File: config.mk
export PLATFORM = sky130hd
export DESIGN_NAME = uart_evt_irq
export DESIGN_NICKNAME = d
export VERILOG_FILES = /design/src/rtl/uart_evt_pkg.sv /design/src/rtl/uart_evt_capture.sv /design/src/rtl/uart_evt_regs.sv /design/src/rtl/uart_evt_irq.sv
export SDC_FILE = /design/constraint.sdc
export NUM_CORES = 1
export LEC_CHECK = 0
export ABC_CLOCK_PERIOD_IN_PS = 1600
export BUFFER_PORTS_ARGS = -buffer_cell sky130_fd_sc_hd__buf_4
export CORE_MARGIN = 3
export CORE_UTILIZATION = 39
export CTS_BUF_LIST = sky130_fd_sc_hd__clkbuf_8
export DETAILED_ROUTE_END_ITERATION = 8
export MAX_ROUTING_LAYER = met4
export PLACE_DENSITY = 0.76
export SETUP_SLACK_MARGIN = 0.4
export SYNTH_ARGS = -nofsm -noshare
export SYNTH_HDL_FRONTEND = slang
export SYNTH_SLANG_ARGS = --single-unit
File: constraint.sdc
create_clock -name clk -period 1.6 [get_ports clk]
set_clock_uncertainty 0.15 [all_clocks]
set_input_delay 0.4 -clock clk [delete_from_list [all_inputs] [get_ports clk]]
set_output_delay 0.4 -clock clk [all_outputs]
set_load 0.03 [all_outputs]
File: src/rtl/uart_evt_pkg.sv
package uart_evt_pkg;
    localparam int REG_W = 16;

    // Event bit indices, counted from the LSB
    localparam int B_RXCLOSE = 0;
    localparam int B_TXDONE  = 1;
    localparam int B_DROP    = 2;
    localparam int B_CTL     = 3;
    localparam int B_BRKBEG  = 5;
    localparam int B_BRKEND  = 6;
    localparam int B_STOP    = 7;
    localparam int B_IDLE    = 8;
    localparam int B_ADDR    = 9;
    localparam int B_TXGL    = 11;
    localparam int B_RXGL    = 12;

    localparam logic [REG_W-1:0] VALID_BITS = 16'h1BEF;

    typedef struct packed {
        logic armed;
        logic hunt;
    } cap_state_t;

    typedef struct packed {
        logic [REG_W-1:0] evt;
        logic [REG_W-1:0] mask;
    } reg_state_t;
endpackage

File: src/rtl/uart_evt_capture.sv
module uart_evt_capture
    import uart_evt_pkg::*;
(
    input  logic             clk,
    input  logic             rst_n,
    input  logic             rx_glitch,
    input  logic             tx_glitch,
    input  logic             addr_hit,
    input  logic             idle_seen,
    input  logic             stop_done,
    input  logic             brk_end,
    input  logic             brk_char,
    input  logic             norm_char,
    input  logic             ctl_stored,
    input  logic             rx_drop,
    input  logic             rx_close,
    input  logic             tx_last_fifo,
    input  logic             tx_last_stop,
    input  logic             tx_cts_wait,
    input  logic             multidrop,
    output logic [REG_W-1:0] set_o,
    output logic             hunt_o
);
    cap_state_t st_d, st_q;
    logic brk_fire;
    logic tx_fire;

    always_comb begin
        st_d     = st_q;
        brk_fire = brk_char && st_q.armed;
        tx_fire  = tx_cts_wait ? tx_last_stop : tx_last_fifo;
        if (brk_char)       st_d.armed = 1'b0;
        else if (norm_char) st_d.armed = 1'b1;
        st_d.hunt = rx_drop && multidrop;

        set_o            = '0;
        set_o[B_RXCLOSE] = rx_close;
        set_o[B_TXDONE]  = tx_fire;
        set_o[B_DROP]    = rx_drop;
        set_o[B_CTL]     = ctl_stored;
        set_o[B_BRKBEG]  = brk_fire;
        set_o[B_BRKEND]  = brk_end;
        set_o[B_STOP]    = stop_done;
        set_o[B_IDLE]    = idle_seen;
        set_o[B_ADDR]    = addr_hit;
        set_o[B_TXGL]    = tx_glitch;
        set_o[B_RXGL]    = rx_glitch;
    end

    always_ff @(posedge clk or negedge rst_n) begin
        if (!rst_n) begin
            st_q.armed <= 1'b1;
            st_q.hunt  <= 1'b0;
        end else begin
            st_q <= st_d;
        end
    end

    assign hunt_o = st_q.hunt;


    brk_once_chk: assert property (@(posedge clk) disable iff (!rst_n)
        (set_o[B_BRKBEG] && !norm_char) |=> !set_o[B_BRKBEG]);


    hunt_req_chk: assert property (@(posedge clk) disable iff (!rst_n)
        (rx_drop && multidrop) |=> hunt_o);


    hunt_idle_chk: assert property (@(posedge clk) disable iff (!rst_n)
        !multidrop |=> !hunt_o);
endmodule

File: src/rtl/uart_evt_regs.sv
module uart_evt_regs
    import uart_evt_pkg::*;
(
    input  logic             clk,
    input  logic             rst_n,
    input  logic [REG_W-1:0] set_i,
    input  logic             wr_i,
    input  logic             addr_i,
    input  logic [REG_W-1:0] wdata_i,
    output logic [REG_W-1:0] rdata_o,
    output logic             irq_o
);
    reg_state_t st_d, st_q;
    logic [REG_W-1:0] clr;

    always_comb begin
        st_d = st_q;
        clr  = (wr_i && !addr_i) ? wdata_i : '0;
        for (int i = 0; i < REG_W; i++) begin
            if (VALID_BITS[i]) st_d.evt[i] = set_i[i] | (st_q.evt[i] & ~clr[i]);
            else               st_d.evt[i] = 1'b0;
        end
        if (wr_i && addr_i) st_d.mask = wdata_i & VALID_BITS;
    end

    always_ff @(posedge clk or negedge rst_n) begin
        if (!rst_n) st_q <= '0;
        else        st_q <= st_d;
    end

    assign rdata_o = addr_i ? st_q.mask : st_q.evt;
    assign irq_o   = |(st_q.evt & st_q.mask);


    rsvd_zero_chk: assert property (@(posedge clk) disable iff (!rst_n)
        ((st_q.evt | st_q.mask) & ~VALID_BITS) == '0);


    sticky_chk: assert property (@(posedge clk) disable iff (!rst_n)
        !(wr_i && !addr_i) |=> ((st_q.evt & $past(st_q.evt)) == $past(st_q.evt)));


    set_wins_chk: assert property (@(posedge clk) disable iff (!rst_n)
        ((set_i & VALID_BITS) != '0) |=>
            ((st_q.evt & $past(set_i & VALID_BITS)) == $past(set_i & VALID_BITS)));


    mask_off_chk: assert property (@(posedge clk) disable iff (!rst_n)
        (wr_i && addr_i && wdata_i == '0) |=> !irq_o);
endmodule

File: src/rtl/uart_evt_irq.sv
module uart_evt_irq
    import uart_evt_pkg::*;
(
    input  logic        clk,
    input  logic        rst_n,
    input  logic        reg_wr,
    input  logic        reg_addr,
    input  logic [15:0] reg_wdata,
    output logic [15:0] reg_rdata,
    input  logic        rx_glitch,
    input  logic        tx_glitch,
    input  logic        addr_hit,
    input  logic        idle_seen,
    input  logic        stop_done,
    input  logic        brk_end,
    input  logic        brk_char,
    input  logic        norm_char,
    input  logic        ctl_stored,
    input  logic        rx_drop,
    input  logic        rx_close,
    input  logic        tx_last_fifo,
    input  logic        tx_last_stop,
    input  logic        tx_cts_wait,
    input  logic        multidrop,
    output logic        irq,
    output logic        hunt_req
);
    logic [REG_W-1:0] set_vec;

    uart_evt_capture u_cap (
        .clk          (clk),
        .rst_n        (rst_n),
        .rx_glitch    (rx_glitch),
        .tx_glitch    (tx_glitch),
        .addr_hit     (addr_hit),
        .idle_seen    (idle_seen),
        .stop_done    (stop_done),
        .brk_end      (brk_end),
        .brk_char     (brk_char),
        .norm_char    (norm_char),
        .ctl_stored   (ctl_stored),
        .rx_drop      (rx_drop),
        .rx_close     (rx_close),
        .tx_last_fifo (tx_last_fifo),
        .tx_last_stop (tx_last_stop),
        .tx_cts_wait  (tx_cts_wait),
        .multidrop    (multidrop),
        .set_o        (set_vec),
        .hunt_o       (hunt_req)
    );

    uart_evt_regs u_regs (
        .clk     (clk),
        .rst_n   (rst_n),
        .set_i   (set_vec),
        .wr_i    (reg_wr),
        .addr_i  (reg_addr),
        .wdata_i (reg_wdata),
        .rdata_o (reg_rdata),
        .irq_o   (irq)
    );
endmodule

# Word-level counts from Yosys, hierarchy flattened
# Cells that the tools add are included.
[word_totals]
word_cells = 50
output_inout_bits = 18
input_bits = 35
register_bits = 24
[op_classes]
n_bitwise = 34
n_reduce_logical = 7
mux = 5
[ops]
columns = ["op", "count"]
rows = [
  ["13-bit two-way mux", 2],
  ["16-bit OR reduction", 1],
  ["13-bit AND", 1],
  ["1-bit AND", 11],
  ["1-bit NOT", 11],
  ["1-bit bitwise OR", 11],
  ["1-bit logical AND", 4],
  ["1-bit two-way mux", 3],
  ["2-bit nonzero test", 1],
  ["1-bit zero test", 1],
]

# Depth between registers and ports, before layout
[depth]
ltp_word = 6
mapped_depth = 4
ltp_nobuf = 4

# By module
# From an unflattened synthesis, not the netlist that was laid out.
[unflattened]
hier_cells = 107
area_unflattened_um2 = 1266.2
[by_module_without_submodules]
columns = ["mod", "n_inst", "area_each_um2", "seq_area_each_um2", "cells_each"]
rows = [
  ["uart_evt_regs", 1, 1053.5, 550.5, 84],
  ["uart_evt_capture", 1, 212.7, 51.3, 23],
]

# Least setup slack after synthesis
# OpenSTA, ideal clock, no wires.
[synth_timing]
kind = "register to output"
from = "reg u_regs.st_q[1] (netlist bit)"
to = "out irq"
slack_ns = -0.030
path_stages_with_launch = 5
arrival_ns = 1.080
path_buffers = 0
required_time_ns = 1.050
cell_sequence = "dfrtp_1 -> a22o_1 -> a221oi_2 -> and3_1 -> nand2_1"
[synth_between]
elab_chain_cells = 2
[synth_lines]
columns = ["element", "line", "rtl"]
rows = [
  ["start: declaration", "uart_evt_regs.sv:13", "reg_state_t st_d, st_q;"],
  ["start signal: assignment", "uart_evt_regs.sv:28", "else st_q <= st_d;"],
  ["13-bit AND", "uart_evt_regs.sv:32", "assign irq_o = |(st_q.evt & st_q.mask);"],
  ["16-bit OR reduction", "uart_evt_regs.sv:32", ""],
  ["end: declaration", "uart_evt_irq.sv:25", "output logic irq,"],
]
# Every way passes these cells.

# Worst setup path in the final report
# Ends and elaborated chain as after synthesis.

==> run metrics <==
outcome=finished, violations left; failing checks=negative setup slack; Ports=53; CP startpoint kind=register; WP data arrival=1480 ps; Synth Instances=90; reg2reg path depth=3; row count=18; GP Congestion=0.7488; number of library cell types mapped by synthesis=18; Starting Density=0.4320; final net count=183; Cell Area, Placed=0.001551 sq mm; # setup viols final=12; WHS=97.81 ps; Highest Clock Rate=491.8 MHz; GRT overflow=0; Avg Cell Area, Syn=12.54 sq um; CP top delay family=flip-flops; DP Worst Slack=-159.1 ps; GRT Total Usage=0.1666; maximum VDD drop=0.9120 mV; Syn Std Cell Area=0.001129 sq mm; HP Class=primary input to register; reg2reg setup slack=390 ps; minimum clock period=2033 ps; Core Box Area=0.002613 sq mm; RSZ-0062 raised after global routing=yes; layout cells sized above 1=0.5918; combinational share of power=0.280; Leak=0.8260 nW; setup_tns=-1464 ps; crit-path max FO=2; Worst-Skew Late Latency=260 ps; Critical Path, Cell by Cell=a22o_1, a221oi_2, and3_1, nand2_2, buf_6; HPWL Detailed=1.960 mm; CTS tree=yes; hold_sp=brk_char; Hold Path Sink=u_cap.st_q[1]; critical path class=register to output port; port bufs=42; total wire length=2.696 mm; Slowest cell on crit path=dfrtp_1; clk root buf=clkbuf_8; sequential fraction of design power=0.414; die width=59.80 microns; antenna cell count=0; CTS buffer count=3; Clock Pin Slew Worst Setup and Hold Paths=90 ps; antenna violations before repair=0; Final WS setup=-433.5 ps; hold path cells=2; most common cell after layout, fill and taps aside=buf_4; die area=0.003575 sq mm; worst r2r src=u_regs.st_q[17]; pwr dens=994.2 mW/mm^2; largest net degree at the start of global routing=25; max-cap viol count=0; Ys Warns=0; Detailed Routing Iterations Pass 1=4; Power, Total=0.001735 W; crit share post-route=1.271; via count=890; vias per cell=5.028; Slew Limit Fails=0; first-pass GRT wire length=4.284 mm; DR WL/cell=15.23 microns; Max Buffers Root-to-Sink=2; reg2reg end=u_regs.st_q[17]; worst path buffer plus inverter count=1; Layout area overhead=54.66%; Sw Share=0.2640; most frequent cells in the layout=37 x buf_4, 23 x dfrtp_1, 19 x buf_6, 12 x mux2_2, 11 x nand2_1; sw power=0.0004581 W; Power Internal=0.001277 W; Clock power frac=0.306; H-tree levels=1; Routed Antenna Nets=0; initial drt markers=44; max incr delay on CP=400 ps; sequential element share of the synthesized area=0.5333; fin area=0.001745 sq mm; Sink Count=24; Synth Register Bits=24; vias in the first global route=943; Die Y=59.80 microns; fillers=207; Critical Path RT=1050 ps; final routed DRC violation total=0; Hold Vio Cnt, Final=0; Crit. End Element=output port
-- worst max-delay path by stage --
stage          endpoint  depth (start not counted)            start
2_1_floorplan       irq                          4   u_regs.st_q[1]
3_3_place_gp        irq                          5   u_regs.st_q[1]
3_5_place_dp        irq                          5   u_regs.st_q[1]
4_1_cts             irq                          5  u_regs.st_q[17]
5_1_grt             irq                          5  u_regs.st_q[17]
6_report            irq                          5   u_regs.st_q[1]
-- through the flow --
stage / util / instances
after CTS: 0.6576 / 175
after global routing: 0.6681 / 177
after detailed placement: 0.5939 / 168
after floorplan: - / 94
final: 0.6681 / 177
after global placement: 0.5939 / 168
-- sequential cells by signal (all words and copies together), names as in the netlist --
signal / flops
u_cap.hunt_o: 1
u_cap.st_q: 1
u_regs.st_q: 22
-- layout make-up --
class / instances / area (sq um) / share of cell area
Tap cell: 30 / 37.54 / 0.02151
Sequential cell: 24 / 601.8 / 0.3448
Timing Repair Buffer: 57 / 501.7 / 0.2875
Multi-Input combinational cell: 62 / 533.0 / 0.3054
Clock buffer: 3 / 41.29 / 0.02366
Clock inverter: 1 / 30.03 / 0.01720
-- power groups by stage --
stage	Sequential (W)	Clock, W	Combinational, W
floorplan	0.000719	0	0.000267
global placement	0.000723	0	0.000426
detailed placement	0.000727	0	0.000435
CTS	0.000716	0.000541	0.000479
global route	0.000726	0.000567	0.000520
finish	0.000718	0.000532	0.000485
-- synthesized netlist by cell type --
cell | n | area (sq um)
buf_4 | 5 | 37.54
nor2_1 | 2 | 7.510
and2_1 | 1 | 6.260
nor2b_1 | 2 | 12.51
nand2_1 | 13 | 48.80
mux2_2 | 22 | 247.7
buf_6 | 1 | 11.26
a221o_1 | 1 | 10.01
conb_1 | 1 | 3.750
dfrtp_1 | 23 | 575.6
buf_2 | 2 | 10.01
a21o_1 | 9 | 67.56
a221oi_2 | 1 | 15.01
and3_1 | 1 | 6.260
dfstp_2 | 1 | 26.28
a22o_1 | 2 | 17.52
a22oi_1 | 2 | 15.01
a222oi_1 | 1 | 10.01
-- per-layer routing --
metal,vias to the layer above,routed length [microns],global-route usage
li1,421,-,-
met1,433,1066,0.1948
met2,34,1444,0.2901
met3,2,170,0.04320
met4,0,14,0.02848
met5,-,0,-
-- repair_timing --
action,in CTS,in global routing
pin swaps,1,1
hold buffers,1,0
cloned,0,0
endpoints found under the hold margin,23,0
gates resized for setup,19,3
endpoints found under the setup margin,33,17
setup buffers,2,2
-- logic make-up after synthesis --
family                 Yosys count  synth area share
multiplexers                    22            0.2195
buffers and inverters            8           0.05211
other                            1          0.003323
AO/OA/AOI/OAI                   16            0.1197
flip-flops                      24            0.5333
AND/OR/NAND/NOR                 19           0.07207
Power figures use the tool's default switching activity.
